<file path="src/rtl/ring_osc_pkg.sv">
package ring_osc_pkg;
  localparam int DATA_W     = 32;
  localparam int STR_W      = 3;
  localparam int N_STAGE    = 8;
  localparam int STG_PER_WD = 4;
  localparam int N_DRV_WD   = N_STAGE / STG_PER_WD;
  localparam int DIV_W      = 5;
  localparam int CNT_W      = 8;

  localparam logic [7:0] OFF_CTRL   = 8'h00;
  localparam logic [7:0] OFF_DRV0   = 8'h04;
  localparam logic [7:0] OFF_PAUSE  = 8'h0c;
  localparam logic [7:0] OFF_DIV    = 8'h10;
  localparam logic [7:0] OFF_PHASE  = 8'h14;
  localparam logic [7:0] OFF_STAT   = 8'h18;
  localparam logic [7:0] OFF_COUNT  = 8'h20;

  localparam logic [11:0] EN_CODE_OFF  = 12'hd1e;
  localparam logic [11:0] EN_CODE_ON   = 12'hfab;
  localparam logic [11:0] RNG_LOW      = 12'hfa4;
  localparam logic [11:0] RNG_MED      = 12'hfa5;
  localparam logic [11:0] RNG_HIGH     = 12'hfa7;
  localparam logic [11:0] RNG_OVER     = 12'hfa6;
  localparam logic [11:0] RNG_RST      = 12'haa0;
  localparam logic [15:0] DRV_KEY      = 16'h9696;
  localparam logic [31:0] PAUSE_SLEEP  = 32'h636f6d61;
  localparam logic [31:0] PAUSE_RUN    = 32'h77616b65;
  localparam logic [11:0] DIV_BASE     = 12'haa0;
  localparam logic [DIV_W-1:0] DIV_RST  = 5'd16;
  localparam logic [DIV_W-1:0] DIV_SAFE = 5'd31;
  localparam logic [7:0]  PHASE_KEY    = 8'haa;

  localparam int ST_STABLE  = 31;
  localparam int ST_BAD     = 24;
  localparam int ST_DIVRUN  = 16;
  localparam int ST_ENABLED = 12;

  function automatic logic range_legal(input logic [11:0] c);
    return (c == RNG_LOW) || (c == RNG_MED) || (c == RNG_HIGH) || (c == RNG_OVER);
  endfunction

  function automatic logic div_legal(input logic [11:0] c);
    return c[11:DIV_W] == DIV_BASE[11:DIV_W];
  endfunction
endpackage

</file>
<file path="src/rtl/osc_rst_sync.sv">
module osc_rst_sync #(
  parameter int STAGES = 2
) (
  input  logic clk,
  input  logic rst_n,
  output logic rst_sync_n
);
  logic [STAGES-1:0] sh_q;

  always_ff @(posedge clk or negedge rst_n) begin
    if (!rst_n) sh_q <= '0;
    else        sh_q <= {sh_q[STAGES-2:0], 1'b1};
  end

  assign rst_sync_n = sh_q[STAGES-1];
endmodule

</file>
<file path="src/rtl/osc_ctrl_fields.sv">
module osc_ctrl_fields
  import ring_osc_pkg::*;
(
  input  logic                     clk,
  input  logic                     rst_n,
  input  logic                     we_ctrl,
  input  logic [N_DRV_WD-1:0]      we_drv,
  input  logic                     we_pause,
  input  logic                     we_div,
  input  logic                     we_phase,
  input  logic [DATA_W-1:0]        wdata,
  output logic                     en_q,
  output logic [11:0]              range_q,
  output logic [N_STAGE*STR_W-1:0] drive_q,
  output logic                     dormant_q,
  output logic [DIV_W-1:0]         div_q,
  output logic                     ph_en_q,
  output logic                     ph_flip_q,
  output logic [1:0]               ph_shift_q,
  output logic                     bad_o
);
  localparam int GRP_W = STG_PER_WD * STR_W;

  logic             en_d;
  logic [11:0]      range_d;
  logic             dormant_d;
  logic [DIV_W-1:0] div_d;
  logic             ph_en_d, ph_flip_d;
  logic [1:0]       ph_shift_d;
  logic             ctrl_bad, pause_bad, div_bad, phase_bad;
  logic [N_DRV_WD-1:0] drv_bad;

  // next-state for control, pause, divider and phase words
  always_comb begin
    ctrl_bad = 1'b0;
    case (wdata[23:12])
      EN_CODE_OFF: en_d = 1'b0;
      EN_CODE_ON:  en_d = 1'b1;
      default: begin
        en_d     = 1'b1;
        ctrl_bad = 1'b1;
      end
    endcase
    if (range_legal(wdata[11:0])) begin
      range_d = wdata[11:0];
    end else begin
      range_d  = RNG_LOW;
      ctrl_bad = 1'b1;
    end

    pause_bad = 1'b0;
    if (wdata == PAUSE_SLEEP) begin
      dormant_d = 1'b1;
    end else begin
      dormant_d = 1'b0;
      pause_bad = (wdata != PAUSE_RUN);
    end

    if (div_legal(wdata[11:0])) begin
      div_d   = wdata[DIV_W-1:0];
      div_bad = 1'b0;
    end else begin
      div_d   = DIV_SAFE;
      div_bad = 1'b1;
    end

    if (wdata[11:4] == PHASE_KEY) begin
      ph_en_d    = wdata[3];
      ph_flip_d  = wdata[2];
      ph_shift_d = wdata[1:0];
      phase_bad  = 1'b0;
    end else begin
      ph_en_d    = 1'b1;
      ph_flip_d  = 1'b0;
      ph_shift_d = 2'd0;
      phase_bad  = 1'b1;
    end
  end

  always_ff @(posedge clk or negedge rst_n) begin
    if (!rst_n) begin
      en_q       <= 1'b1;
      range_q    <= RNG_RST;
      dormant_q  <= 1'b0;
      div_q      <= DIV_RST;
      ph_en_q    <= 1'b1;
      ph_flip_q  <= 1'b0;
      ph_shift_q <= 2'd0;
    end else begin
      if (we_ctrl) begin
        en_q    <= en_d;
        range_q <= range_d;
      end
      if (we_pause) dormant_q <= dormant_d;
      if (we_div)   div_q     <= div_d;
      if (we_phase) begin
        ph_en_q    <= ph_en_d;
        ph_flip_q  <= ph_flip_d;
        ph_shift_q <= ph_shift_d;
      end
    end
  end

  // one drive word per group of four stages
  for (genvar g = 0; g < N_DRV_WD; g++) begin : g_drv
    logic [GRP_W-1:0] grp_d;
    logic [GRP_W-1:0] grp_q;
    logic             key_ok;

    assign key_ok = (wdata[31:16] == DRV_KEY);

    always_comb begin
      grp_d = '0;
      if (key_ok) begin
        for (int s = 0; s < STG_PER_WD; s++) begin
          grp_d[s*STR_W +: STR_W] = wdata[s*4 +: STR_W];
        end
      end
    end

    assign drv_bad[g] = we_drv[g] & ~key_ok;

    always_ff @(posedge clk or negedge rst_n) begin
      if (!rst_n)         grp_q <= '0;
      else if (we_drv[g]) grp_q <= grp_d;
    end

    assign drive_q[g*GRP_W +: GRP_W] = grp_q;

    AST_DRV_LOCKED: assert property (@(posedge clk) disable iff (!rst_n)
      (we_drv[g] && (wdata[31:16] != DRV_KEY)) |=> (drive_q[g*GRP_W +: GRP_W] == '0));
  end

  assign bad_o = (we_ctrl & ctrl_bad) | (we_pause & pause_bad) | (we_div & div_bad) |
                 (we_phase & phase_bad) | (|drv_bad);

  AST_DIV_FALLBACK: assert property (@(posedge clk) disable iff (!rst_n)
    (we_div && !div_legal(wdata[11:0])) |=> (div_q == DIV_SAFE));
  AST_PAUSE_WAKE: assert property (@(posedge clk) disable iff (!rst_n)
    (we_pause && (wdata != PAUSE_SLEEP)) |=> !dormant_q);
  AST_EN_FAILSAFE: assert property (@(posedge clk) disable iff (!rst_n)
    (we_ctrl && (wdata[23:12] != EN_CODE_OFF)) |=> en_q);
  AST_RANGE_LEGAL: assert property (@(posedge clk) disable iff (!rst_n)
    we_ctrl |=> range_legal(range_q));
endmodule

</file>
<file path="src/rtl/osc_sticky_flag.sv">
module osc_sticky_flag (
  input  logic clk,
  input  logic rst_n,
  input  logic set_i,
  input  logic clr_i,
  output logic flag_o
);
  logic flag_d;

  always_comb flag_d = set_i | (flag_o & ~clr_i);

  always_ff @(posedge clk or negedge rst_n) begin
    if (!rst_n)                 flag_o <= 1'b0;
    else if (set_i || clr_i)    flag_o <= flag_d;
  end

  AST_BAD_SET: assert property (@(posedge clk) disable iff (!rst_n)
    set_i |=> flag_o);
  AST_BAD_CLR: assert property (@(posedge clk) disable iff (!rst_n)
    (clr_i && !set_i) |=> !flag_o);
  AST_BAD_HOLD: assert property (@(posedge clk) disable iff (!rst_n)
    (!clr_i && flag_o) |=> flag_o);
endmodule

</file>
<file path="src/rtl/osc_oneshot_count.sv">
module osc_oneshot_count #(
  parameter int W = 8
) (
  input  logic         clk,
  input  logic         rst_n,
  input  logic         load_i,
  input  logic [W-1:0] load_val_i,
  output logic [W-1:0] cnt_o
);
  logic [W-1:0] cnt_d;
  logic         cnt_ce;

  always_comb begin
    cnt_ce = load_i | (cnt_o != '0);
    if (load_i) cnt_d = load_val_i;
    else        cnt_d = cnt_o - W'(1);
  end

  always_ff @(posedge clk or negedge rst_n) begin
    if (!rst_n)      cnt_o <= '0;
    else if (cnt_ce) cnt_o <= cnt_d;
  end

  AST_CNT_STEP: assert property (@(posedge clk) disable iff (!rst_n)
    (!load_i && cnt_o != '0) |=> (cnt_o == $past(cnt_o) - W'(1)));
  AST_CNT_PARK: assert property (@(posedge clk) disable iff (!rst_n)
    (!load_i && cnt_o == '0) |=> (cnt_o == '0));
  AST_CNT_LOAD: assert property (@(posedge clk) disable iff (!rst_n)
    load_i |=> (cnt_o == $past(load_val_i)));
endmodule

</file>
<file path="src/rtl/ring_osc_ctrl_regs.sv">
module ring_osc_ctrl_regs
  import ring_osc_pkg::*;
#(
  parameter int ADDR_W = 6
) (
  input  logic                     clk,
  input  logic                     rst_n,
  input  logic                     psel,
  input  logic                     penable,
  input  logic                     pwrite,
  input  logic [ADDR_W-1:0]        paddr,
  input  logic [DATA_W-1:0]        pwdata,
  output logic [DATA_W-1:0]        prdata,
  input  logic                     osc_stable_i,
  input  logic                     div_running_i,
  output logic                     osc_en_o,
  output logic [11:0]              range_code_o,
  output logic [N_STAGE*STR_W-1:0] drive_o,
  output logic                     dormant_o,
  output logic [DIV_W:0]           div_ratio_o,
  output logic                     phase_en_o,
  output logic                     phase_flip_o,
  output logic [1:0]               phase_shift_o
);
  localparam int GRP_W = STG_PER_WD * STR_W;

  logic                rst_s_n;
  logic                wr_s;
  logic                we_ctrl, we_pause, we_div, we_phase, we_stat, we_cnt;
  logic [N_DRV_WD-1:0] we_drv;
  logic                bad_set, bad_flag;
  logic [DIV_W-1:0]    div_q;
  logic [CNT_W-1:0]    cnt_q;
  logic [DATA_W-1:0]   drv_rd [N_DRV_WD];
  logic [N_DRV_WD-1:0] drv_hit;

  osc_rst_sync #(.STAGES(2)) u_rst (
    .clk        (clk),
    .rst_n      (rst_n),
    .rst_sync_n (rst_s_n)
  );

  assign wr_s     = psel & penable & pwrite;
  assign we_ctrl  = wr_s & (paddr == OFF_CTRL[ADDR_W-1:0]);
  assign we_pause = wr_s & (paddr == OFF_PAUSE[ADDR_W-1:0]);
  assign we_div   = wr_s & (paddr == OFF_DIV[ADDR_W-1:0]);
  assign we_phase = wr_s & (paddr == OFF_PHASE[ADDR_W-1:0]);
  assign we_stat  = wr_s & (paddr == OFF_STAT[ADDR_W-1:0]);
  assign we_cnt   = wr_s & (paddr == OFF_COUNT[ADDR_W-1:0]);

  for (genvar g = 0; g < N_DRV_WD; g++) begin : g_dec
    localparam logic [7:0] GOFF = OFF_DRV0 + 8'(4 * g);
    assign drv_hit[g] = (paddr == GOFF[ADDR_W-1:0]);
    assign we_drv[g]  = wr_s & drv_hit[g];
    always_comb begin
      drv_rd[g] = '0;
      for (int s = 0; s < STG_PER_WD; s++) begin
        drv_rd[g][s*4 +: STR_W] = drive_o[g*GRP_W + s*STR_W +: STR_W];
      end
    end
  end

  osc_ctrl_fields u_fields (
    .clk        (clk),
    .rst_n      (rst_s_n),
    .we_ctrl    (we_ctrl),
    .we_drv     (we_drv),
    .we_pause   (we_pause),
    .we_div     (we_div),
    .we_phase   (we_phase),
    .wdata      (pwdata),
    .en_q       (osc_en_o),
    .range_q    (range_code_o),
    .drive_q    (drive_o),
    .dormant_q  (dormant_o),
    .div_q      (div_q),
    .ph_en_q    (phase_en_o),
    .ph_flip_q  (phase_flip_o),
    .ph_shift_q (phase_shift_o),
    .bad_o      (bad_set)
  );

  osc_sticky_flag u_bad (
    .clk    (clk),
    .rst_n  (rst_s_n),
    .set_i  (bad_set),
    .clr_i  (we_stat & pwdata[ST_BAD]),
    .flag_o (bad_flag)
  );

  osc_oneshot_count #(.W(CNT_W)) u_cnt (
    .clk        (clk),
    .rst_n      (rst_s_n),
    .load_i     (we_cnt),
    .load_val_i (pwdata[CNT_W-1:0]),
    .cnt_o      (cnt_q)
  );

  assign div_ratio_o = (div_q == '0) ? (DIV_W+1)'(1 << DIV_W) : {1'b0, div_q};

  // read multiplexer
  always_comb begin
    prdata = '0;
    if (paddr == OFF_CTRL[ADDR_W-1:0]) begin
      prdata[23:12] = osc_en_o ? EN_CODE_ON : EN_CODE_OFF;
      prdata[11:0]  = range_code_o;
    end else if (paddr == OFF_PAUSE[ADDR_W-1:0]) begin
      prdata = dormant_o ? PAUSE_SLEEP : PAUSE_RUN;
    end else if (paddr == OFF_DIV[ADDR_W-1:0]) begin
      prdata[11:0] = DIV_BASE | {7'd0, div_q};
    end else if (paddr == OFF_PHASE[ADDR_W-1:0]) begin
      prdata[3:0] = {phase_en_o, phase_flip_o, phase_shift_o};
    end else if (paddr == OFF_STAT[ADDR_W-1:0]) begin
      prdata[ST_STABLE]  = osc_stable_i;
      prdata[ST_BAD]     = bad_flag;
      prdata[ST_DIVRUN]  = div_running_i;
      prdata[ST_ENABLED] = osc_en_o;
    end else if (paddr == OFF_COUNT[ADDR_W-1:0]) begin
      prdata[CNT_W-1:0] = cnt_q;
    end else begin
      for (int g = 0; g < N_DRV_WD; g++) begin
        if (drv_hit[g]) prdata = drv_rd[g];
      end
    end
  end

  AST_QUIET_BUS: assert property (@(posedge clk) disable iff (!rst_s_n)
    !wr_s |=> ($stable(osc_en_o) && $stable(range_code_o) && $stable(drive_o) &&
               $stable(dormant_o) && $stable(div_ratio_o) && $stable(phase_en_o)));
  AST_RATIO_SPAN: assert property (@(posedge clk) disable iff (!rst_s_n)
    (div_ratio_o != '0) && (div_ratio_o <= (DIV_W+1)'(1 << DIV_W)));
  AST_ONE_TARGET: assert property (@(posedge clk) disable iff (!rst_s_n)
    $onehot0({we_ctrl, we_drv, we_pause, we_div, we_phase, we_stat, we_cnt}));
endmodule

</file>
<file path="config.mk">
export PLATFORM = sky130hd
export DESIGN_NAME = ring_osc_ctrl_regs
export DESIGN_NICKNAME = d
export VERILOG_FILES = /design/src/rtl/ring_osc_pkg.sv /design/src/rtl/osc_rst_sync.sv /design/src/rtl/osc_ctrl_fields.sv /design/src/rtl/osc_sticky_flag.sv /design/src/rtl/osc_oneshot_count.sv /design/src/rtl/ring_osc_ctrl_regs.sv
export SDC_FILE = /design/constraint.sdc
export NUM_CORES = 1
export LEC_CHECK = 0
export BUFFER_PORTS_ARGS = -buffer_cell sky130_fd_sc_hd__buf_2
export CORE_ASPECT_RATIO = 0.5
export CORE_MARGIN = 2
export CORE_UTILIZATION = 45
export CTS_BUF_LIST = sky130_fd_sc_hd__clkbuf_2
export DETAILED_ROUTE_END_ITERATION = 8
export PLACE_DENSITY_LB_ADDON = 0.2
export REMOVE_ABC_BUFFERS = 1
export SLEW_MARGIN = 10
export SYNTH_ARGS = -nofsm -noshare
export SYNTH_HDL_FRONTEND = slang
export SYNTH_HIERARCHICAL = 1
export SYNTH_SLANG_ARGS = --single-unit
</file>
<file path="constraint.sdc">
create_clock -name clk -period 1.9 [get_ports clk]
set_input_delay 0.095 -clock clk [delete_from_list [all_inputs] [get_ports clk]]
set_output_delay 0.095 -clock clk [all_outputs]
set_load 0.01 [all_outputs]
</file>
==> results of run 1 <==
-- metrics by stage --
stage               cells  total power [W]
CTS                   687          0.00333
detailed placement    644          0.00266
global route          690          0.00359
floorplan             379          0.00222
global placement      644          0.00264
finish                690          0.00337
-- layout make-up --
| class | instances | area [µm²] | share of cell area |
|---|---|---|---|
| Clock inverter | 6 | 23.8 | 0.00493 |
| Sequential cell | 58 | 1460 | 0.303 |
| Tap cell | 108 | 135 | 0.0280 |
| Multi-Input combinational cell | 279 | 1830 | 0.379 |
| Inverter | 42 | 158 | 0.0327 |
| Timing Repair Buffer | 187 | 1160 | 0.242 |
| Clock buffer | 10 | 50.0 | 0.0104 |
-- sequential cells by signal, summed over array words and instances, names as in the netlist --
| register | flops |
|---|---|
| u_rst/sh_q | 2 |
| u_fields/range_q | 12 |
| u_fields/g_drv.grp_q | 24 |
| u_fields/ph_en_q | 1 |
| u_fields/en_q | 1 |
| u_fields/div_q | 5 |
| u_fields/ph_flip_q | 1 |
| u_cnt/cnt_o | 8 |
| u_fields/dormant_q | 1 |
| u_bad/flag_o | 1 |
| u_fields/ph_shift_q | 2 |
-- logic make-up (layout without fill, tap and decap cells) --
| family | count (synthesis) | after routing | share of synthesized area |
|---|---|---|---|
| and+or+nand+nor | 170 | 170 | 0.278 |
| AOI/OAI and AO/OA | 94 | 94 | 0.173 |
| buffers and inverters | 78 | 245 | 0.0961 |
| DFF | 58 | 58 | 0.406 |
| muxes | 9 | 9 | 0.0331 |
| adders and majority gates | 2 | 2 | 0.00696 |
| other | 2 | 2 | 0.00209 |
| xor gates and xnor gates | 2 | 2 | 0.00487 |
-- cell usage after synthesis (all sizes together), types with 5 or more instances --
master  count
dfrtp      51
inv        42
o21ai      40
nand3      34
nor2       34
nor3       22
buf        19
nand2      18
clkbuf     17
a21oi      10
or2         8
dfstp       7
nand4b      7
nor2b       7
o22ai       6
o31ai       6
nor4        5
o22a        5
or4         5
-- power breakdown --
group / internal [W] / leakage, nW / switching [W]
clock network: 0.000155 / 0.0533 / 0.000466
registers: 0.00141 / 0.629 / 0.000206
logic: 0.000553 / 1.69 / 0.000575
-- worst max-delay path: cells and delay by family, from the launching register on --
family | cells | cell delay [ns]
AO/OA/AOI/OAI | 2 | 0.43
AND/OR/NAND/NOR | 1 | 0.06
flip-flops | 1 | 0.43
multiplexers | 1 | 0.29
buffers and inverters | 1 | 0.15
-- cells in the final DEF (no fill, tap or decap), drive strengths merged, types with 4 or more instances in the layout --
cell type / Yosys / layout
a21oi: 10 / 10
buf: 19 / 166
clkbuf: 17 / 10
clkinv: 0 / 6
dfrtp: 51 / 51
dfstp: 7 / 7
dlygate4sd3: 0 / 21
inv: 42 / 42
mux2i: 4 / 4
nand2: 18 / 18
nand2b: 4 / 4
nand3: 34 / 34
nand4b: 7 / 7
nor2: 34 / 34
nor2b: 7 / 7
nor3: 22 / 22
nor3b: 4 / 4
nor4: 5 / 5
o21ai: 40 / 40
o22a: 5 / 5
o22ai: 6 / 6
o31ai: 6 / 6
or2: 8 / 8
or4: 5 / 5
or4b: 4 / 4
-- per-layer routing --
| metal | global-route usage | routed length, µm | up-vias |
|---|---|---|---|
| li1 | - | - | 1800 |
| met1 | 0.414 | 5330 | 1852 |
| met2 | 0.435 | 5520 | 202 |
| met3 | 0.0816 | 1270 | 13 |
| met4 | 0.0652 | 121 | 0 |
| met5 | 0 | 0 | - |
-- how the worst max path moves through the flow --
stage                           start            to  slack (ns)  depth (start not counted)
2_1_floorplan                paddr[1]  u_bad/flag_o       -0.81                          7
3_3_place_gp               pwdata[17]  u_bad/flag_o        0.09                          7
3_5_place_dp               pwdata[17]  u_bad/flag_o        0.10                          7
4_1_cts        u_fields/ph_shift_q[1]     prdata[1]       -0.07                          5
5_1_grt        u_fields/ph_shift_q[1]     prdata[1]       -0.15                          5
6_report            u_fields/div_q[1]     prdata[1]       -0.05                          5
-- repair_timing --
action	4_1_cts	5_1_grt
resized for setup	5	5
hold endpoints to repair	47	0
buffers inserted	6	3
endpoints found under the setup margin	5	8
hold buffers	21	0
pin swaps	3	3
==> metrics, run 1 <==
status complete, but fails checks; failing checks setup timing; Starting Density 0.477; CP max stage cell dfrtp_1; r2r startpoint u_cnt/cnt_o[0]; RSZ-0062 raised after global routing yes; worst setup margin -0.0540 ns; clock tree buffer depth 2; CTS root buf clkbuf_2; Worst Hold End u_fields/dormant_q; share of async-settable or async-resettable flops after synthesis 1.00; crit path max fanout 2; drt via density 5.60; critical path class reg2out; Worst-path clk slew roughly 0.16 ns; Rows 22; number of global-route vias before repair around 3500; Core ar. 7540 µm²; Final Hold Fails 0; hpwl dp ~9 mm; fmax about 0.51 GHz; Synth cell types 70; reported max-cap violation count 0; # IOs ~130; CTS H-tree depth 3; Hold Slack roughly 0.038 ns; Critical Path AT 1.86 ns; Critical Path RT 1.80 ns; die width approximately 130 µm; Static Leakage around 2.4 nW; post-synth top area share 0.355; Final Cycle Share 1.03; crit-path cells mux2_4 -> a22oi_2 -> nor3_1 -> a221o_1 -> buf_2; final WL between 10 and 15 mm; Area Overhead vs Synth 34.1%; clock sink count 58; final RePlAce weighted congestion ~0.9; final setup fails 3; Residual DRC 0; CTS tree yes; Synth Flop Type dfrtp_1; Cell Area, Placed roughly 4400 µm²; GRT Overall Usage 0.288; first-pass GRT wire length 18.9 mm; endpoint class of the critical path primary output; layout cells sized above 1 0.383; flop and latch count out of synthesis between 50 and 60; FF-to-FF path depth 5; n_diodes 0; Tmin final 1.95 ns; 1st-iter DRT viols 440; top post-synthesis cells by area dfrtp_1, dfstp_2, nand3_1; Post-layout nets 624; post-route ant nets 0; R2R Setup Slk ~0.25 ns; number of fill cells between 600 and 700; max_slew headroom 0.628; Finished Core Util 0.639; HP Start pwdata[20]; final instance area approximately 4800 µm²; number of enable flip-flop cells after synthesis 0; reg-to-reg endpoint u_cnt/cnt_o[4]; Slew Limit Fails 0; post-synthesis sequential area ratio 0.406; Worst-Skew Late Latency 0.51 ns; post-synthesis cell area 3590 µm²; Final Skew slightly below 0.02 ns; Slew @ Worst Pin about 0.55 ns; cells after synthesis approximately 420; CTS Buf Count 9; syn avg cell area approximately 8.7 µm²; hold-critical path depth 5; total power per unit cell area between 600 and 700 nW/µm²; total grt overflow 0; Peak VDD IR around 0.00045 V; post-DR wirelength/cell 17.7 µm; Startpoint Class register; initial antenna violation count 0; Port Buffer Count about 120; Hold Path Class in2reg; Placement Setup Slack ~0.1 ns; Die Y between 60 and 70 µm; die area around 8800 µm²; CP peak stage delay ~0.43 ns; Yosys top cell by area dfrtp_1; setup TNS -0.117 ns; largest net degree at the start of global routing 40; Vias between 3000 and 4000; TritonRoute pass-1 iters 5; Yosys Warn Count 6
No activity file was read; power rests on OpenSTA's default activity.
==> run 2, diff against run 1 <==
--- a/config.mk
+++ b/config.mk
@@ -5,13 +5,14 @@
 export SDC_FILE = /design/constraint.sdc
 export NUM_CORES = 1
 export LEC_CHECK = 0
+export ABC_AREA = 1
 export BUFFER_PORTS_ARGS = -buffer_cell sky130_fd_sc_hd__buf_2
 export CORE_ASPECT_RATIO = 0.5
 export CORE_MARGIN = 2
 export CORE_UTILIZATION = 45
 export CTS_BUF_LIST = sky130_fd_sc_hd__clkbuf_2
 export DETAILED_ROUTE_END_ITERATION = 8
-export PLACE_DENSITY_LB_ADDON = 0.2
+export PLACE_DENSITY = 0.68
 export REMOVE_ABC_BUFFERS = 1
 export SLEW_MARGIN = 10
 export SYNTH_ARGS = -nofsm -noshare
==> metrics, run 2 <==
post-synthesis sequential area ratio 0.389; die area 9120 µm²; power share of the clock group 0.248; Rows 23; number of setup buffers added after CTS 0; Comb pwr share 0.260; 1st-iter DRT viols about 320; sequential power share 0.492; Synth Area in XOR/XNOR 0.00467; final setup fails 0; Placement Setup Slack 0.334 ns; # IOs 125; number of global-route vias before repair about 3600; Pint about 0.002 W; Yosys top cell by area dfrtp_1; number of enable flip-flop cells after synthesis 0; Reg with most FFs u_fields/g_drv.grp_q; CTS Buf Count 9; post-route ant nets 0; Largest regs u_fields/g_drv.grp_q: 24 flops, u_fields/range_q: 12 flops, u_cnt/cnt_o: 8 flops; Largest register FFs 24; Post-layout nets 730; Post-Synth Simple-Gate Area 0.384; number of fill cells ~790; Area Overhead vs Synth 29.6%; total grt overflow 0; Tmin final 1.78 ns; worst setup margin about 0.12 ns; crit path max fanout 4; post-synth top area share 0.340; Synth Area in Adders 0.00667; layout cells sized above 1 0.297; fmax approximately 0.56 GHz; Starting Density 0.467; Port Buffer Count approximately 120; status finished clean; final RePlAce weighted congestion 0.893; post-synthesis mux area share 0; Core ar. roughly 8000 µm²; Met3 Routed Length 941 µm; post-synthesis cell area approximately 3700 µm²; cells after synthesis ~530; n_diodes 0; top cells by count, synth nand2_1, nor2_1, inv_1, dfrtp_1, nand3_1; die width approximately 130 µm; TritonRoute pass-1 iters 5; flop and latch count out of synthesis 58; Critical Path RT ~2.4 ns; initial antenna violation count 0; CTS H-tree depth 3; CTS root buf clkbuf_2; Startpoint Class input port; Hold Path Class in2reg; first-pass GRT wire length ~18 mm; clock sink count 58; met1 WL around 5.6 mm; Multi-input gate area 1850 µm²; hpwl dp roughly 8.8 mm; Worst-Skew Late Latency ~0.56 ns; total power per unit cell area roughly 650 nW/µm²; Worst-path clk slew about 0.18 ns; CTS tree yes; Synth cell types 40; final WL between 10 and 15 mm; Critical Path AT 2.27 ns; drt via density roughly 5.0; RSZ-0062 raised after global routing no; clock tree buffer depth 2; Yosys Warn Count 6; Sw Ratio 0.371; endpoint class of the critical path register; met2 wire length between 5 and 6 mm; Residual DRC 0; Final Hold Fails 0; Die Y around 69 µm; highest routed layer met4; leading cell type in the layout, fill and taps excluded nand2_1; syn avg cell area 7.05 µm²; Synth Area in Compound Gates 0.0938; Vias a little over 4000; post-DR wirelength/cell 14.8 µm; sw power approximately 0.0012 W; Final Cycle Share 0.935; GRT Overall Usage 0.267; Static Leakage approximately 2.6 nW; register area roughly 1500 µm²; Final Skew between 0.05 and 0.06 ns; reported max-cap violation count 0; largest family of logic cells by synthesized area simple AND/OR/NAND/NOR gates; Slew Limit Fails 0; Peak VDD IR about 0.00037 V; setup TNS 0 ns; share of async-settable or async-resettable flops after synthesis 1.00; most instantiated library cell after synthesis nand2_1; critical path class in2reg; commonest non-fill, non-tap cells in the layout nand2_1, buf_2, nor2_1; top post-synthesis cells by area dfrtp_1, nand2_1, nor2_1; largest net degree at the start of global routing 57; Synth Flop Type dfrtp_1
run 2: changes by cell type in the layout (fill, tap and decap cells not counted), sizes merged, moves of 9 or more:
cell         delta
nand2         +134
nor3           -15
nand4          +11
inv            +34
buf            -32
nor2           +45
dlygate4sd3     +9
run 2: final timing paths:
path,cells past startpoint,slack [ns],from,to
max,9,0.12,pwdata[20],u_fields/en_q
min,6,0.15,paddr[0],u_cnt/cnt_o[2]
max reg2reg,6,0.50,u_cnt/cnt_o[0],u_cnt/cnt_o[5]
min reg2reg,1,0.20,u_rst/sh_q[1],u_fields/range_q[4]
max in group asynchronous,1,1.33,u_rst/sh_q[1],u_fields/range_q[11]
min in group asynchronous,1,0.20,u_rst/sh_q[1],u_fields/range_q[4]
run 2: what timing repair did:
| action | 4_1_cts | 5_1_grt |
|---|---|---|
| endpoints found under the setup margin | 0 | 2 |
| gates resized for setup | 0 | 1 |
| hold buffers | 30 | 0 |
| hold endpoints to repair | 48 | 0 |
run 2: routing by layer:
metal / track usage / vias to the layer above
li1: - / 1978
met1: 0.381 / 1854
met2: 0.402 / 189
met3: 0.0694 / 13
met4: 0.0811 / 0
met5: 0 / -
run 2: area by class of cell:
| type | instances | share of cell area |
|---|---|---|
| repair buffers | 164 | 0.208 |
| clock buffers | 9 | 0.00927 |
| well taps | 112 | 0.0288 |
| clock inverters | 7 | 0.0124 |
| flip-flops and latches | 58 | 0.301 |
| multi-input cells | 372 | 0.380 |
| inverters | 78 | 0.0608 |
run 2: critical path: stages:
cell	delay, ns
dlygate4sd3_1	0.52
buf_2	0.13
nand2_1	0.06
dlygate4sd3_1	0.56
nor2_1	0.10
nand3_1	0.09
dlygate4sd3_1	0.57
nand2_1	0.09
nand2_1	0.06
run 2: cell families (layout without fill, tap and decap cells):
family / Yosys count / count (layout)
compound gates: 63 / 63
flops: 58 / 58
other cells: 2 / 2
xor+xnor: 2 / 2
simple gates: 303 / 303
fa+ha+maj: 2 / 2
buf+inv: 102 / 258
run 2: power groups by stage:
stage               Sequential, W  Clock (W)  Combinational, W
floorplan                 0.00155          0          0.000504
global placement          0.00158          0          0.000759
detailed placement        0.00158          0          0.000777
CTS                       0.00155   0.000798          0.000820
global route              0.00158   0.000863          0.000927
finish                    0.00156   0.000785          0.000826
run 2: per-stage QoR:
stage	std cells	hold WS, ns	util	total power [W]	area (µm²)
2_1_floorplan	508	-0.201	-	0.00205	3600
3_3_place_gp	754	-0.115	0.554	0.00234	4450
3_5_place_dp	754	-0.112	0.554	0.00235	4450
4_1_cts	800	0.106	0.605	0.00317	4860
5_1_grt	800	0.143	0.605	0.00337	4860
6_report	800	0.153	0.605	0.00317	4860
